File: src/rtl/flash_cmd_pkg.sv
package flash_cmd_pkg;

   typedef enum logic [2:0] {
      ST_READ,
      ST_KEY1,
      ST_KEY2,
      ST_PGM_ARM,
      ST_ERS_A,
      ST_ERS_B,
      ST_ERS_C
   } cmd_state_t;

   localparam logic [15:0] ADDR_KEY_A = 16'h5555;
   localparam logic [15:0] ADDR_KEY_B = 16'h2AAA;

   localparam logic [7:0] KEY_A_DATA  = 8'hAA;
   localparam logic [7:0] KEY_B_DATA  = 8'h55;
   localparam logic [7:0] OPC_PGM     = 8'hA0;
   localparam logic [7:0] OPC_ERASE   = 8'h80;
   localparam logic [7:0] OPC_IDENT   = 8'h90;
   localparam logic [7:0] OPC_CHIP    = 8'h10;
   localparam logic [7:0] OPC_SECTOR  = 8'h30;

   localparam logic [7:0] IDENT_MFR   = 8'h40;
   localparam logic [7:0] IDENT_DEV   = 8'h82;

endpackage

File: src/rtl/flash_cmd_fsm.sv
module flash_cmd_fsm
   import flash_cmd_pkg::*;
(
   input  logic        clk,
   input  logic        rst_n,
   input  logic        wr_en,
   input  logic        busy,
   input  logic [15:0] wr_a16,
   input  logic [7:0]  wr_data,
   output logic        pgm_go,
   output logic        sers_go,
   output logic        cers_go,
   output logic        id_mode
);

   cmd_state_t st, st_nx;
   logic       id_nx;
   logic       accept, at_a, at_b;

   assign accept = wr_en && !busy;
   assign at_a   = (wr_a16 == ADDR_KEY_A);
   assign at_b   = (wr_a16 == ADDR_KEY_B);

   always_comb begin
      st_nx   = st;
      id_nx   = id_mode;
      pgm_go  = 1'b0;
      sers_go = 1'b0;
      cers_go = 1'b0;
      if (accept) begin
         st_nx = ST_READ;
         id_nx = 1'b0;
         unique case (st)
            ST_READ:  if (at_a && wr_data == KEY_A_DATA) st_nx = ST_KEY1;
            ST_KEY1:  if (at_b && wr_data == KEY_B_DATA) st_nx = ST_KEY2;
            ST_KEY2: begin
               if (at_a) begin
                  if (wr_data == OPC_PGM)        st_nx = ST_PGM_ARM;
                  else if (wr_data == OPC_ERASE) st_nx = ST_ERS_A;
                  else if (wr_data == OPC_IDENT) id_nx = 1'b1;
               end
            end
            ST_PGM_ARM: pgm_go = 1'b1;
            ST_ERS_A: if (at_a && wr_data == KEY_A_DATA) st_nx = ST_ERS_B;
            ST_ERS_B: if (at_b && wr_data == KEY_B_DATA) st_nx = ST_ERS_C;
            ST_ERS_C: begin
               if (at_a && wr_data == OPC_CHIP) cers_go = 1'b1;
               else if (wr_data == OPC_SECTOR)  sers_go = 1'b1;
            end
            default: st_nx = ST_READ;
         endcase
      end
   end

   always_ff @(posedge clk or negedge rst_n) begin
      if (!rst_n) begin
         st      <= ST_READ;
         id_mode <= 1'b0;
      end else begin
         st      <= st_nx;
         id_mode <= id_nx;
      end
   end


   busy_hold_chk: assert property (@(posedge clk) disable iff (!rst_n)
      (wr_en && busy) |=> ($stable(st) && $stable(id_mode)));


   id_entry_chk: assert property (@(posedge clk) disable iff (!rst_n)
      $rose(id_mode) |-> ($past(st) == ST_KEY2 && $past(wr_data) == OPC_IDENT));


   go_onehot_chk: assert property (@(posedge clk) disable iff (!rst_n)
      $onehot0({pgm_go, sers_go, cers_go}));

endmodule

File: src/rtl/flash_busy_timer.sv
module flash_busy_timer #(
   parameter int PROG_CYC = 6,
   parameter int SECT_CYC = 12,
   parameter int CERS_CYC = 24
) (
   input  logic clk,
   input  logic rst_n,
   input  logic pgm_go,
   input  logic sers_go,
   input  logic cers_go,
   output logic busy
);

   localparam int MAX_AB = (PROG_CYC > SECT_CYC) ? PROG_CYC : SECT_CYC;
   localparam int MAXC   = (MAX_AB > CERS_CYC) ? MAX_AB : CERS_CYC;
   localparam int CW     = (MAXC > 1) ? $clog2(MAXC) : 1;

   if (PROG_CYC < 1 || SECT_CYC < 1 || CERS_CYC < 1) begin : g_bad_dur
      $error("busy durations must be at least one cycle");
   end

   logic [CW-1:0] cnt;
   logic          busy_q;

   always_ff @(posedge clk or negedge rst_n) begin
      if (!rst_n) begin
         busy_q <= 1'b0;
         cnt    <= '0;
      end else if (pgm_go) begin
         busy_q <= 1'b1;
         cnt    <= CW'(PROG_CYC - 1);
      end else if (sers_go) begin
         busy_q <= 1'b1;
         cnt    <= CW'(SECT_CYC - 1);
      end else if (cers_go) begin
         busy_q <= 1'b1;
         cnt    <= CW'(CERS_CYC - 1);
      end else if (busy_q) begin
         if (cnt == '0) busy_q <= 1'b0;
         else           cnt    <= cnt - 1'b1;
      end
   end

   assign busy = busy_q;


   start_idle_chk: assert property (@(posedge clk) disable iff (!rst_n)
      (pgm_go || sers_go || cers_go) |-> !busy_q);


   busy_end_chk: assert property (@(posedge clk) disable iff (!rst_n)
      $fell(busy_q) |-> ($past(cnt) == '0));

endmodule

File: src/rtl/flash_byte_array.sv
module flash_byte_array #(
   parameter int SECT_W = 3,
   parameter int OFFS_W = 4
) (
   input  logic                     clk,
   input  logic                     rst_n,
   input  logic                     pgm_go,
   input  logic                     sers_go,
   input  logic                     cers_go,
   input  logic [SECT_W+OFFS_W-1:0] wr_idx,
   input  logic [7:0]               wr_data,
   input  logic [SECT_W+OFFS_W-1:0] rd_idx,
   output logic [7:0]               rd_q
);

   localparam int N_SECT     = 1 << SECT_W;
   localparam int SECT_BYTES = 1 << OFFS_W;

   logic [SECT_W-1:0] wr_sect, rd_sect;
   logic [OFFS_W-1:0] wr_off, rd_off;
   logic [7:0]        sect_q [N_SECT];

   assign {wr_sect, wr_off} = wr_idx;
   assign {rd_sect, rd_off} = rd_idx;

   for (genvar g = 0; g < N_SECT; g++) begin : g_sect
      logic [7:0] cells [SECT_BYTES];
      logic       hit;
      assign hit = (wr_sect == SECT_W'(g));

      always_ff @(posedge clk or negedge rst_n) begin
         if (!rst_n) begin
            for (int i = 0; i < SECT_BYTES; i++) cells[i] <= 8'hFF;
         end else if (cers_go || (sers_go && hit)) begin
            for (int i = 0; i < SECT_BYTES; i++) cells[i] <= 8'hFF;
         end else if (pgm_go && hit) begin
            cells[wr_off] <= cells[wr_off] & wr_data;
         end
      end

      assign sect_q[g] = cells[rd_off];
   end

   assign rd_q = sect_q[rd_sect];

endmodule

File: src/rtl/flash_cmd_decoder.sv
module flash_cmd_decoder
   import flash_cmd_pkg::*;
#(
   parameter int ADDR_W   = 18,
   parameter int SECT_W   = 3,
   parameter int OFFS_W   = 4,
   parameter int PROG_CYC = 6,
   parameter int SECT_CYC = 12,
   parameter int CERS_CYC = 24
) (
   input  logic              clk,
   input  logic              rst_n,
   input  logic              wr_en,
   input  logic [ADDR_W-1:0] wr_addr,
   input  logic [7:0]        wr_data,
   input  logic [ADDR_W-1:0] rd_addr,
   output logic [7:0]        rd_data,
   output logic              busy
);

   localparam int IDX_W = SECT_W + OFFS_W;

   if (ADDR_W < 16 || ADDR_W < IDX_W || SECT_W < 1 || OFFS_W < 1) begin : g_bad_geom
      $error("address width too small for key addresses or array");
   end

   logic       pgm_go, sers_go, cers_go, id_mode;
   logic [7:0] arr_q;
   logic       unused_addr;

   assign unused_addr = ^{wr_addr, rd_addr};

   flash_cmd_fsm u_fsm (
      .clk     (clk),
      .rst_n   (rst_n),
      .wr_en   (wr_en),
      .busy    (busy),
      .wr_a16  (wr_addr[15:0]),
      .wr_data (wr_data),
      .pgm_go  (pgm_go),
      .sers_go (sers_go),
      .cers_go (cers_go),
      .id_mode (id_mode)
   );

   flash_busy_timer #(
      .PROG_CYC (PROG_CYC),
      .SECT_CYC (SECT_CYC),
      .CERS_CYC (CERS_CYC)
   ) u_timer (
      .clk     (clk),
      .rst_n   (rst_n),
      .pgm_go  (pgm_go),
      .sers_go (sers_go),
      .cers_go (cers_go),
      .busy    (busy)
   );

   flash_byte_array #(
      .SECT_W (SECT_W),
      .OFFS_W (OFFS_W)
   ) u_array (
      .clk     (clk),
      .rst_n   (rst_n),
      .pgm_go  (pgm_go),
      .sers_go (sers_go),
      .cers_go (cers_go),
      .wr_idx  (wr_addr[IDX_W-1:0]),
      .wr_data (wr_data),
      .rd_idx  (rd_addr[IDX_W-1:0]),
      .rd_q    (arr_q)
   );

   assign rd_data = id_mode ? (rd_addr[0] ? IDENT_DEV : IDENT_MFR) : arr_q;


   reset_idle_chk: assert property (@(posedge clk)
      !rst_n |=> (!busy && !id_mode));

endmodule

File: config.mk
export PLATFORM = sky130hd
export DESIGN_NAME = flash_cmd_decoder
export DESIGN_NICKNAME = d
export VERILOG_FILES = /design/src/rtl/flash_cmd_pkg.sv /design/src/rtl/flash_cmd_fsm.sv /design/src/rtl/flash_busy_timer.sv /design/src/rtl/flash_byte_array.sv /design/src/rtl/flash_cmd_decoder.sv
export SDC_FILE = /design/constraint.sdc
export NUM_CORES = 2
export LEC_CHECK = 0
export BUFFER_PORTS_ARGS = -buffer_cell sky130_fd_sc_hd__buf_2
export CAP_MARGIN = 20
export CORE_ASPECT_RATIO = 0.9
export CORE_MARGIN = 2
export CORE_UTILIZATION = 31
export CTS_CLUSTER_SIZE = 40
export DETAILED_ROUTE_END_ITERATION = 12
export PLACE_DENSITY_LB_ADDON = 0.1
export REMOVE_ABC_BUFFERS = 1
export SETUP_SLACK_MARGIN = 0.5
export SLEW_MARGIN = 20
export SYNTH_ARGS = -nofsm -noshare
export SYNTH_HDL_FRONTEND = slang
export SYNTH_SLANG_ARGS = --single-unit
File: constraint.sdc
create_clock -name clk -period 4.35 [get_ports clk]
set_clock_uncertainty 0.2 [all_clocks]
set_input_delay 0.6525 -clock clk [delete_from_list [all_inputs] [get_ports clk]]
set_output_delay 0.6525 -clock clk [all_outputs]
set_load 0.03 [all_outputs]
==> metrics.txt <==
status finished clean; Ports 56; final setup fails 0; Max rail drop VDD 0.000301 V; ranking of synthesized cells by area dfstp_2, mux4_2, mux2_2; Tmin final 4.16 ns; Max Root-Sink Buffers 3; total wire length around 200,000 µm; final setup TNS 0 ns; worst-path fanout max 13; Core ar. between 150,000 and 200,000 µm²; Syn Inst Count 3,621; Tcrit/Tclk final 95.7%; Worst-Skew Late Latency 0.78 ns; DR WL/cell 32.4 µm; Overall Global Routing Usage 21.6%; H-tree level count 3; Slew @ Worst Pin 1.20 ns; drt via density 5.56; Worst EP required 3.50 ns; initial core utilization 31.1%; final-report max-slew violation count 0; Clk pin slew, worst setup/hold paths 0.06 ns; top cell type's share of synthesized area 46.6%; vias in the first global route roughly 37,000; CP Launch Type input pin; Main synth FF type dfstp_2; overall die area 190,000 µm²; Cell Int Power about 16 mW; Overflow after GRT 0; Vias 35,100; Num CTS Buffers 121; die height 413 µm; most frequent cells after synthesis dfstp_2, mux2_2, mux4_2; RSZ-0062 raised after global routing true; WP data arrival between 3 and 4 ns; synthesized area per cell 15.9 µm²; antenna violations before repair 16; Port Buf Inserts 42; Die X between 400 and 500 µm; 1st-iter DRT viols 2,503; DRC 0; largest net degree at the start of global routing 128; DP HPWL about 130,000 µm; antenna viol nets, final 0; layout cell share with drive strength beyond 1 roughly 81%; EDFF count, synth 0; Leak between 20 and 30 nW; Crit. End Element output pin; synthesis-to-finish area growth 16.1%; Post-Syn Area 57,700 µm²; FMAX 0.240 GHz; worst setup path class in -> out; drt first pass iters 5; nets@finish between 3,000 and 4,000; Finished Core Util a little over a third; Synth Register Bits 1,034; Sw Ratio between 20% and 30%; leading area contributor after synthesis dfstp_2; Pwr Total 21.7 mW; clock power share 49.4%; sequential power share 44.5%; top-count cell post-synth dfstp_2; clk sinks ~1,000; Placer Congestion 0.805; first-pass GRT wire length about 290,000 µm; share of synthesized flip-flops with an asynchronous set or reset 100%; CTS root buffer clkbuf_16; Psw 5.30 mW; # rows 150; relative slew slack 20.1%; sequential fraction of the synthesis area a little under half; Yosys warnings 0; Yosys cell types 64; Combinational Power Share around 6%; power per cell area 324 nW/µm²; Hold Violations, Final 0; CTS tree yes; min-delay worst type in -> reg; Max-Cap Viols 0
[registers in the layout, indices dropped and copies added, names as in the netlist]
signal,count
u_array.g_sect.cells,1024
u_timer.cnt,5
u_fsm.st,3
u_fsm.id_mode,1
u_timer.busy,1
[critical path: stages]
cell and delay, ns:
buf_16 0.10, buf_16 0.15, buf_12 0.18, buf_4 0.20, mux4_2 0.51, a22oi_1 0.34, a21oi_1 0.23, nor4_2 0.33
buf_4 0.22, o22ai_2 0.13, buf_6 0.19
[metal layers]
metal / up-vias / global-route usage, % / routed length [µm]
li1: 14700 / - / -
met5: - / 0 / 0
met1: 19400 / 31.3 / 96500
met2: 768 / 34.1 / 94400
met3: 276 / 2.65 / 7700
met4: 0 / 6.15 / 6460
[final timing paths]
kind                       slack [ns]  depth (start not counted)                     endpoint           start
max                              0.19                         11                   rd_data[3]      rd_addr[0]
min                              0.12                          4                  u_fsm.st[1]           wr_en
max reg2reg                      0.93                          7  u_array.g_sect[5].cells[69]     u_fsm.st[0]
min reg2reg                      0.34                          1               u_timer.cnt[4]  u_timer.cnt[4]
max in group asynchronous        2.42                          4   u_array.g_sect[6].cells[4]           rst_n
min in group asynchronous        0.58                          2  u_array.g_sect[2].cells[40]           rst_n
[cells in the final DEF, fill, tap and decap left out, types with 31 or more instances in the layout]
master	synthesis	routed
dfstp_2	1024	1024
mux2_1	183	183
clkbuf_16	0	121
buf_12	1	43
buf_4	12	231
mux4_2	573	573
a21oi_1	50	45
mux2_2	848	848
clkbuf_8	0	32
a22oi_1	82	74
o21ai_2	53	53
nor2_1	54	49
mux2i_1	31	31
nand2_1	145	145
[what timing repair did]
item / 4_1_cts / 5_1_grt
setup buffers: 15 / 4
cloned: 1 / 0
pin swaps: 9 / 3
setup endpoints to repair: 8 / 8
hold buffers: 1 / 0
endpoints found under the hold margin: 25 / 0
gates resized for setup: 70 / 9
[area by class of cell]
| class | count | area, µm² |
|---|---|---|
| multi-input combinational | 2301 | 29500 |
| clock buffer | 180 | 3570 |
| fill | 17500 | 118000 |
| antenna | 2 | 5.00 |
| inverter | 4 | 15.0 |
| sequential | 1034 | 27200 |
| clock inverter | 41 | 576 |
| timing repair buffer | 330 | 3180 |
| tap | 2432 | 3040 |
[kinds of logic (layout without fill, tap and decap cells)]
logic type,Yosys count,in the layout,synth area share [%]
AO/OA/AOI/OAI,330,330,4.79
XOR/XNOR,1,1,0.0152
adder cells (fa/ha/maj),2,2,0.0433
buffers and inverters,286,555,2.37
flip-flops,1034,1034,47.0
multiplexers,1635,1635,43.0
other,0,2,0
AND/OR/NAND/NOR,333,333,2.77
[power by group through the flow]
stage          clock network, mW  registers, mW  logic, mW
2_1_floorplan                  0           9.81      0.306
6_report                    10.7           9.67       1.31
4_1_cts                     11.1           9.67       1.35
5_1_grt                     11.4           9.67       1.40
3_3_place_gp                   0           9.81       1.30
3_5_place_dp                   0           9.81       1.30
[through the flow]
stage	cell area (µm²)	setup slack, ns	cells	hold WS [ns]
5_1_grt	67100	0.152	6323	0.0733
6_report	67100	0.185	6324	0.121
2_1_floorplan	56400	0.230	3339	0.157
3_3_place_gp	62200	-0.635	6078	0.320
3_5_place_dp	62300	-0.581	6078	0.318
4_1_cts	67000	0.164	6316	0.0298
Power figures use the tool's default switching activity.
